[src/rtl/brResolvePkg.sv]
package brResolvePkg;

  // Strobes from the control side to the address datapath
  typedef struct packed {
    logic selJump;      // live target comes from the jump field
    logic captureHold;  // latch live target into the hold register
    logic useHold;      // present the held target instead of the live one
    logic steerTarget;  // nextPc takes the target instead of fall-through
  } brStrobes_t;

endpackage

[src/rtl/brDatapath.sv]
module brDatapath
  import brResolvePkg::*;
#(
  parameter int ADDR_W = 32,
  parameter int DATA_W = 32,
  parameter int IMM_W  = 16,
  parameter int JUMP_W = 26
) (
  input  logic              clk,
  input  logic              rstN,
  input  logic              stall,
  input  brStrobes_t        str,
  input  logic [IMM_W-1:0]  immField,
  input  logic [JUMP_W-1:0] jumpField,
  input  logic [DATA_W-1:0] srcValue,
  input  logic [ADDR_W-1:0] idPcPlus4,
  input  logic [ADDR_W-1:0] fetchPcPlus4,
  output logic              srcIsZero,
  output logic [ADDR_W-1:0] nextPc
);

  localparam int SHIFT  = 2;
  localparam int EXT_W  = ADDR_W - IMM_W - SHIFT;
  localparam int HIGH_W = ADDR_W - JUMP_W - SHIFT;

  logic [ADDR_W-1:0] branchOffset;
  logic [ADDR_W-1:0] branchTarget;
  logic [ADDR_W-1:0] jumpTarget;
  logic [ADDR_W-1:0] liveTarget;
  logic [ADDR_W-1:0] holdTarget;
  logic [ADDR_W-1:0] chosenTarget;

  // Zero detector on the forwarded source operand
  assign srcIsZero = (srcValue == '0);

  // Dedicated target adder in decode
  assign branchOffset = {{EXT_W{immField[IMM_W-1]}}, immField, {SHIFT{1'b0}}};
  assign branchTarget = idPcPlus4 + branchOffset;

  // Region-relative jump target
  assign jumpTarget = {idPcPlus4[ADDR_W-1 -: HIGH_W], jumpField, {SHIFT{1'b0}}};

  assign liveTarget = str.selJump ? jumpTarget : branchTarget;

  always_ff @(posedge clk or negedge rstN) begin
    if (!rstN) begin
      holdTarget <= '0;
    end else if (str.captureHold) begin
      holdTarget <= liveTarget;
    end
  end

  assign chosenTarget = str.useHold ? holdTarget : liveTarget;
  assign nextPc       = str.steerTarget ? chosenTarget : fetchPcPlus4;

  AST_HELD_PC_STABLE: assert property (@(posedge clk) disable iff (!rstN)
    (stall && $past(stall) && str.useHold && str.steerTarget) |-> $stable(nextPc));

endmodule

[src/rtl/brControl.sv]
module brControl
  import brResolvePkg::*;
#(
  parameter bit DELAYED = 1'b0
) (
  input  logic       clk,
  input  logic       rstN,
  input  logic       stall,
  input  logic       isBranch,
  input  logic       brOnNonZero,
  input  logic       isJump,
  input  logic       srcIsZero,
  output brStrobes_t str,
  output logic       redirect,
  output logic       flushIfId
);

  logic condMet;
  logic liveTake;
  logic holdValid;
  logic holdTake;
  logic effTake;

  assign condMet  = isBranch && (brOnNonZero ? !srcIsZero : srcIsZero);
  assign liveTake = isJump || condMet;

  // Keep the decision from the first stalled cycle until the stall ends
  always_ff @(posedge clk or negedge rstN) begin
    if (!rstN) begin
      holdValid <= 1'b0;
      holdTake  <= 1'b0;
    end else if (!stall) begin
      holdValid <= 1'b0;
      holdTake  <= 1'b0;
    end else if (!holdValid) begin
      holdValid <= 1'b1;
      holdTake  <= liveTake;
    end
  end

  assign effTake = holdValid ? holdTake : liveTake;

  always_comb begin
    str.selJump     = isJump;
    str.captureHold = stall && !holdValid;
    str.useHold     = holdValid;
    str.steerTarget = effTake;
  end

  assign redirect = effTake && !stall;

  generate
    if (DELAYED) begin : gDelaySlot
      assign flushIfId = 1'b0;
    end else begin : gSquash
      assign flushIfId = redirect;
    end
  endgenerate

  AST_NO_REDIRECT_IN_STALL: assert property (@(posedge clk) disable iff (!rstN)
    stall |-> (!redirect && !flushIfId));

  if (DELAYED) begin : gDelayChk
    AST_DELAYED_NEVER_FLUSH: assert property (@(posedge clk) disable iff (!rstN)
      !flushIfId);
  end

  AST_FLUSH_NEEDS_REDIRECT: assert property (@(posedge clk) disable iff (!rstN)
    flushIfId |-> redirect);

  AST_HOLD_ONLY_IN_STALL: assert property (@(posedge clk) disable iff (!rstN)
    (holdValid && !$past(stall)) |-> 1'b0);

endmodule

[src/rtl/brResolveUnit.sv]
module brResolveUnit
  import brResolvePkg::*;
#(
  parameter int ADDR_W  = 32,
  parameter int DATA_W  = 32,
  parameter int IMM_W   = 16,
  parameter int JUMP_W  = 26,
  parameter bit DELAYED = 1'b0
) (
  input  logic              clk,
  input  logic              rstN,
  input  logic              stall,
  input  logic              isBranch,
  input  logic              brOnNonZero,
  input  logic              isJump,
  input  logic [IMM_W-1:0]  immField,
  input  logic [JUMP_W-1:0] jumpField,
  input  logic [DATA_W-1:0] srcValue,
  input  logic [ADDR_W-1:0] idPcPlus4,
  input  logic [ADDR_W-1:0] fetchPcPlus4,
  output logic [ADDR_W-1:0] nextPc,
  output logic              redirect,
  output logic              flushIfId
);

  brStrobes_t ctlStr;
  logic       srcIsZero;

  brControl #(
    .DELAYED (DELAYED)
  ) control_i (
    .clk         (clk),
    .rstN        (rstN),
    .stall       (stall),
    .isBranch    (isBranch),
    .brOnNonZero (brOnNonZero),
    .isJump      (isJump),
    .srcIsZero   (srcIsZero),
    .str         (ctlStr),
    .redirect    (redirect),
    .flushIfId   (flushIfId)
  );

  brDatapath #(
    .ADDR_W (ADDR_W),
    .DATA_W (DATA_W),
    .IMM_W  (IMM_W),
    .JUMP_W (JUMP_W)
  ) datapath_i (
    .clk          (clk),
    .rstN         (rstN),
    .stall        (stall),
    .str          (ctlStr),
    .immField     (immField),
    .jumpField    (jumpField),
    .srcValue     (srcValue),
    .idPcPlus4    (idPcPlus4),
    .fetchPcPlus4 (fetchPcPlus4),
    .srcIsZero    (srcIsZero),
    .nextPc       (nextPc)
  );

  AST_IDLE_NO_REDIRECT: assert property (@(posedge clk) disable iff (!rstN)
    (!isBranch && !isJump && !stall) |-> (!redirect && nextPc == fetchPcPlus4));

endmodule

[config.mk]
export PLATFORM = sky130hd
export DESIGN_NAME = brResolveUnit
export DESIGN_NICKNAME = d
export VERILOG_FILES = /design/src/rtl/brResolvePkg.sv /design/src/rtl/brDatapath.sv /design/src/rtl/brControl.sv /design/src/rtl/brResolveUnit.sv
export SDC_FILE = /design/constraint.sdc
export NUM_CORES = 1
export LEC_CHECK = 0
export BUFFER_PORTS_ARGS = -buffer_cell sky130_fd_sc_hd__buf_2
export CORE_MARGIN = 1.5
export CORE_UTILIZATION = 36
export DETAILED_ROUTE_END_ITERATION = 10
export PLACE_DENSITY_LB_ADDON = 0.3
export RECOVER_POWER = 25
export SYNTH_ARGS = -nofsm -noshare
export SYNTH_HDL_FRONTEND = slang
export SYNTH_SLANG_ARGS = --single-unit
[constraint.sdc]
create_clock -name clk -period 4.69 [get_ports clk]
set_input_delay 0.469 -clock clk [delete_from_list [all_inputs] [get_ports clk]]
set_output_delay 0.469 -clock clk [all_outputs]
set_load 0.01 [all_outputs]
==> results.tsv, run 1 <==
stage	metric	value	unit
yosys	yosysMostFrequentCell	nand2_1	
power_and_ir_drop	ir_drop	0.128	mV
sta	rsz0062_at_grt	false	
yosys	netlist.area_leader.share	22.1	%
worst_hold_path	whs_path_depth	1	
sta	tns	0	ns
route	vias_per_cell	5.30	
yosys	synth_ff_type	dfrtp_1	
yosys	yosys.area_share.simple	21.7	%
worst_hold_path	hp-class	input pin to flip-flop	
sta	finalSetupViolCount	0	
clock_tree	cts_tree	built	
yosys	ys_ff_latch	34	
yosys	yosys_warnings	0	
yosys	async_reset_ff_share	100	%
yosys	seq_area_frac_synth	22.1	%
critical_path	critPathArrivalTime	3.34	ns
yosys	synth_area_leaders	dfrtp_1, ha_1, o21ai_0, nand2_1, a21oi_1	
grt	antenna_found_initial	0	
clock_tree	ctsHtreeMaxLevel	2	
power_and_ir_drop	p_leak	2.45	nW
yosys	synth_top_family_by_area	compound AO/OA/AOI/OAI gates	
outcome	violations	max-capacitance violations, max-slew violations	
power_and_ir_drop	pwr_density_cell	233	nW/um2
critical_path	reg2reg_depth	3	
yosys	synth.distinct_cells	57	
sta	skew	0.00233	ns
clock_tree	cts_resized	0	
critical_path	crit_path_start_kind	input pin	
clock_tree	clockBufferDepth	2	
sta	final_max_slew_viol_count	35	
cells_and_area	areaGrowthSynthToFinish	27.6	%
placed_design	place_hpwl	9640	um
cells_and_area	drive_gt1_share	30.0	%
sta	fin_hold_ws	0.379	ns
die	die_h	106	um
route	dr.pass1.iters	4	
yosys	synthTopCellsByCount	nand2_1, o21ai_0, a21oi_1	
die	top_level_ports	178	
yosys	synth-xor-area-share	5.88	%
yosys	syn_inst	531	
yosys	synth_fa_ha_area_share	9.94	%
cells_and_area	final_nets	863	
clock_tree	cts_made_buffers	5	
sta	worstMarginPinSlew	1.83	ns
critical_path	r2r_setup_slack	2.42	ns
critical_path	crit_type	input pin to output pin	
die	dieArea	11300	um2
yosys	synth_edf_count	0	
grt	grtUsageTotal	21.2	%
outcome	status	finished, violations left	
sta	hold_viol_final	0	
clock_tree	clockRootBuffer	clkbuf_8	
grt	grt_pass1_wl	19600	um
die	die_x	106	um
critical_path	crit_path_end_kind	output pin	
yosys	synth_top_cell_by_area	dfrtp_1	
route	route.detailed.drc	0	
die	std_cell_rows	37	
sta	fin_ws	0.884	ns
route	drtAntennaViolNets	0	
yosys	synth.net_count	705	
grt	grt_pass1_vias	4174	
power_and_ir_drop	switchingPower	0.450	mW
cells_and_area	num-fill-cells	1098	
sta	post-route-period-util	81.2	%
sta	min_period	3.81	ns
clock_tree	clkTransAtPathRegs	0.07	ns
yosys	syn_area	3850	um2
placed_design	dp_slack	0.815	ns
sta	relSlewSlack	-22.1	%
route	drt-initial-drc-count	278	
power_and_ir_drop	p_seq_share	32.4	%
clock_tree	postCtsHoldBufs	0	
power_and_ir_drop	swShare	39.2	%
grt	grt_start_max_net_pins	61	
yosys	synth_area_per_cell	7.25	um2
power_and_ir_drop	combPwrFrac	47.9	%
power_and_ir_drop	p_int	0.698	mW
die	coreArea	10400	um2
route	post_drt_wl_per_cell	14.7	um
critical_path	cp_max_fo	5	
die	start_util	37.1	%
route	postRouteWirelength	12200	um
yosys	synth-compound-area-share	30.8	%
power_and_ir_drop	power	1.15	mW
placed_design	port_buffers	177	
cells_and_area	antenna_cells	0	
placed_design	gp_congestion	0.872	
route	vias	4377	
clock_tree	cts_setup_buffers	0	
job	maxCapViolations	1	
grt	overflow	0	
critical_path	worst_ep_required_time	4.22	ns
power_and_ir_drop	clock_power_share	19.6	%
yosys	synth_mux_area_share	5.52	%
sta	fmax	0.263	GHz
clock_tree	clock-sinks	34	
clock_tree	clk_latency	0.28	ns
worst max-delay path, cell delays in order:
cell and delay, ns:
buf_2 0.10, ha_1 0.23, fa_1 0.42, a21o_1 0.20
a21o_1 0.22, a211oi_1 0.25, o21a_1 0.28, o211ai_2 0.20
nand2_1 0.10, o31ai_1 0.08, a2111oi_0 0.45, o31ai_1 0.17
buf_2 0.16
final timing paths:
kind,from,to
min in group asynchronous,rstN,datapath_i.holdTarget[24]
max in group asynchronous,rstN,control_i.holdValid
min,stall,control_i.holdValid
max reg2reg,control_i.holdValid,datapath_i.holdTarget[31]
max,immField[0],nextPc[30]
min reg2reg,datapath_i.holdTarget[11],datapath_i.holdTarget[11]
metrics by stage:
step | util (%) | instance area [um2] | instances
final | 47.4 | 4910 | 826
after global placement | 46.5 | 4820 | 818
after global routing | 47.4 | 4910 | 826
after detailed placement | 46.5 | 4820 | 818
after CTS | 47.4 | 4920 | 826
after floorplan | - | 3850 | 531
power by group through the flow:
stage / clock (mW) / combinational [mW] / sequential [mW]
after floorplan: 0 / 0.364 / 0.364
after global placement: 0 / 0.543 / 0.375
after detailed placement: 0 / 0.549 / 0.377
after CTS: 0.232 / 0.552 / 0.372
after global routing: 0.245 / 0.616 / 0.378
final: 0.225 / 0.550 / 0.372
registers in the layout (all words and copies together), names as in the netlist:
register / cells
control_i.holdValid: 1
control_i.holdTake: 1
datapath_i.holdTarget: 32
layout by cell type (no fill, tap or decap), types with 6 or more instances in the layout:
master	count
a211oi_1	11
a21o_1	15
a21oi_1	56
a31oi_1	8
and3_1	8
buf_2	175
clkbuf_8	6
dfrtp_1	33
ha_1	29
inv_1	10
mux2i_1	19
nand2_1	94
nand3_1	10
nor2_1	38
nor3_1	6
nor4_1	9
o21ai_0	71
xnor2_1	19
metal layers:
layer	GRT usage (%)	share of wire (%)	wire (um)
met1	28.6	47	5760
met2	36.9	47	5770
met3	2.39	4.2	510
met4	3.81	0.94	114
met5	0	0	0
area by class of cell:
cell class              count  area, um2  area share, %
repair buffers            180        906           18.4
clock buffers               6       82.6           1.68
multi-input cells         457       2850           58.0
well taps                 136        170           3.46
clock inverters             2       12.5          0.255
flip-flops and latches     34        852           17.3
inverters                  11       41.3          0.840
cells by family (layout without fill, tap and decap cells):
kind of cell | after synthesis | in the layout
AO/OA/AOI/OAI | 194 | 194
XOR/XNOR | 25 | 25
adder cells (fa/ha/maj) | 30 | 30
buffers and inverters | 40 | 199
flip-flops | 34 | 34
multiplexers | 21 | 21
AND/OR/NAND/NOR | 187 | 187
Note: power is estimated with default switching activity, not from simulation.
==> inputs of run 2 (changes only) <==
==> constraint.sdc (replaced) <==
create_clock -name clk -period 3.7 [get_ports clk]
set_input_delay 0.37 -clock clk [delete_from_list [all_inputs] [get_ports clk]]
set_output_delay 0.37 -clock clk [all_outputs]
set_load 0.01 [all_outputs]
==> results.tsv, run 2 (synthesis gave the netlist of run 1 again) <==
stage	metric	value	unit	change
die	die_h	106	um	unchanged
power_and_ir_drop	p_leak	2.50	nW	was 2.45 nW
clock_tree	ctsHtreeMaxLevel	2		unchanged
sta	fin_hold_ws	0.281	ns	was 0.379 ns
clock_tree	clkTransAtPathRegs	0.07	ns	about the same
critical_path	crit_path_end_kind	output pin		unchanged
worst_hold_path	hold_path.startpoint	stall		unchanged
route	dr.pass1.iters	5		was 4
route	vias	4498		was 4,377
cells_and_area	areaGrowthSynthToFinish	29.8	%	was 27.6%
cells_and_area	final_common_cell	buf_2		unchanged
die	top_level_ports	178		unchanged
critical_path	startpoint	immField[0]		unchanged
sta	tns	0	ns	unchanged
power_and_ir_drop	pwr_density_cell	306	nW/um2	was 233 nW/um2
die	start_util	37.1	%	unchanged
clock_tree	cts_tree	built		unchanged
critical_path	worst_ep_required_time	3.33	ns	was 4.22 ns
clock_tree	clockRootBuffer	clkbuf_8		unchanged
worst_hold_path	whs_path_depth	1		unchanged
sta	final_max_slew_viol_count	35		unchanged
critical_path	reg2reg_depth	4		was 3
cells_and_area	largest_reg_flops	32		unchanged
cells_and_area	final_nets	870		was 863
sta	rsz0062_at_grt	false		unchanged
critical_path	crit_path_start_kind	input pin		unchanged
critical_path	r2r_start	control_i.holdValid		unchanged
route	drtAntennaViolNets	0		unchanged
cells_and_area	drive_gt1_share	31.0	%	was 30.0%
sta	finalSetupViolCount	0		unchanged
grt	grt_start_max_net_pins	60		was 61
outcome	status	finished, violations left		unchanged
clock_tree	clk_latency	0.29	ns	was 0.28 ns
cells_and_area	layout_common_cells	buf_2, nand2_1, o21ai_0		unchanged
route	post_drt_wl_per_cell	15.0	um	was 14.7 um
critical_path	cp_max_fo	5		unchanged
clock_tree	clock-sinks	34		unchanged
cells_and_area	largest_register	datapath_i.holdTarget		unchanged
placed_design	place_hpwl	9920	um	was 9640 um
grt	grtUsageTotal	22.3	%	was 21.2%
sta	relSlewSlack	-27.4	%	was -22.1%
die	dieArea	11300	um2	unchanged
job	maxCapViolations	1		unchanged
grt	overflow	0		unchanged
power_and_ir_drop	power	1.53	mW	was 1.15 mW
die	die_x	106	um	unchanged
route	drt-initial-drc-count	330		was 278
grt	grt_pass1_wl	20500	um	was 19,600 um
placed_design	port_buffers	177		unchanged
outcome	violations	max-capacitance violations, max-slew violations		unchanged
die	std_cell_rows	37		unchanged
clock_tree	clockBufferDepth	2		unchanged
critical_path	critPathArrivalTime	3.12	ns	was 3.34 ns
cells_and_area	reg_top3	datapath_i.holdTarget (32), control_i.holdTake (1), control_i.holdValid (1)		unchanged
cells_and_area	layout.cells.non_filler	834		was 826
sta	hold_viol_final	0		unchanged
critical_path	crit_type	input pin to output pin		unchanged
grt	grt_pass1_vias	4330		was 4,174
placed_design	dp_slack	0.00392	ns	was 0.815 ns
route	vias_per_cell	5.39		was 5.30
grt	antenna_found_initial	1		was 0
sta	fin_ws	0.211	ns	was 0.884 ns
worst_hold_path	hp-class	input pin to flip-flop		unchanged
sta	skew	0.00609	ns	was 0.00233 ns
route	route.detailed.drc	0		unchanged
placed_design	place_inst	823		was 818
cells_and_area	num-fill-cells	1101		was 1,098
placed_design	gp_congestion	0.904		was 0.872
sta	worstMarginPinSlew	1.91	ns	was 1.83 ns
sta	post-route-period-util	94.3	%	
cells_and_area	regArea	852	um2	unchanged
power_and_ir_drop	ir_drop	0.174	mV	was 0.128 mV
die	coreArea	10400	um2	unchanged
sta	min_period	3.49	ns	
route	postRouteWirelength	12500	um	was 12,200 um
sta	fmax	0.287	GHz	
cells_and_area	multi_input_area	2870	um2	was 2850 um2
clock_tree	cts_made_buffers	5		unchanged
[run 2: cell count changes in the layout (fill, tap and decap cells not counted), sizes merged]
cell,delta
clkinv,-1
bufinv,+1
clkbuf,+1
diode,+1
buf,+7
clkinvlp,-1
[run 2: final timing paths]
check                      slack (ns)                         to
setup / recovery                 0.21                 nextPc[30]
hold / removal                   0.28        control_i.holdValid
setup reg to reg                 1.65  datapath_i.holdTarget[31]
hold reg to reg                  0.48  datapath_i.holdTarget[12]
max in group asynchronous        1.86        control_i.holdValid
min in group asynchronous        0.60  datapath_i.holdTarget[25]
[run 2: timing repair]
action	in CTS	in global routing
endpoints found under the setup margin	1	5
hold buffers	0	0
resized for setup	1	4
pin swaps	0	2
buffers inserted	0	2
[run 2: cell type report]
cell class,count,area share [%]
antenna,1,0.0501
tap,136,3.41
clock buffer,7,1.53
clock inverter,1,0.601
timing repair buffer,187,19.2
sequential,34,17.1
multi-input combinational,457,57.4
inverter,11,0.826
[run 2: through the flow]
stage / util [%] / instance area [um2]
after floorplan: - / 3850
after global placement: 46.9 / 4860
after detailed placement: 46.9 / 4860
after CTS: 47.9 / 4970
after global routing: 48.2 / 5000
final: 48.2 / 5000
[run 2: where the power goes]
group	switching (mW)	total [mW]	leakage [nW]	internal (mW)
sequential	0.0314	0.463	0.414	0.432
combinational	0.412	0.725	2.03	0.313
clock	0.138	0.339	0.0525	0.202
[run 2: critical path, cell delays in order]
cell	delay (ns)
buf_2	0.10
ha_1	0.23
fa_1	0.42
a21o_1	0.20
a21o_1	0.22
a211oi_2	0.23
o21a_2	0.20
o211ai_2	0.19
o31ai_2	0.32
a2111oi_2	0.08
buf_4	0.17
o31ai_1	0.23
buf_2	0.17
[run 2: per-layer routing]
layer  vias to the layer above  share of wire [%]  track usage, %  wire length, um
li1                       2246                  -               -                -
met1                      2067                 45            29.5             5630
met2                       171                 48            38.3             5960
met3                        14                6.0            3.25              750
met4                         0                1.2            4.76              145
met5                         -                  0               0                0
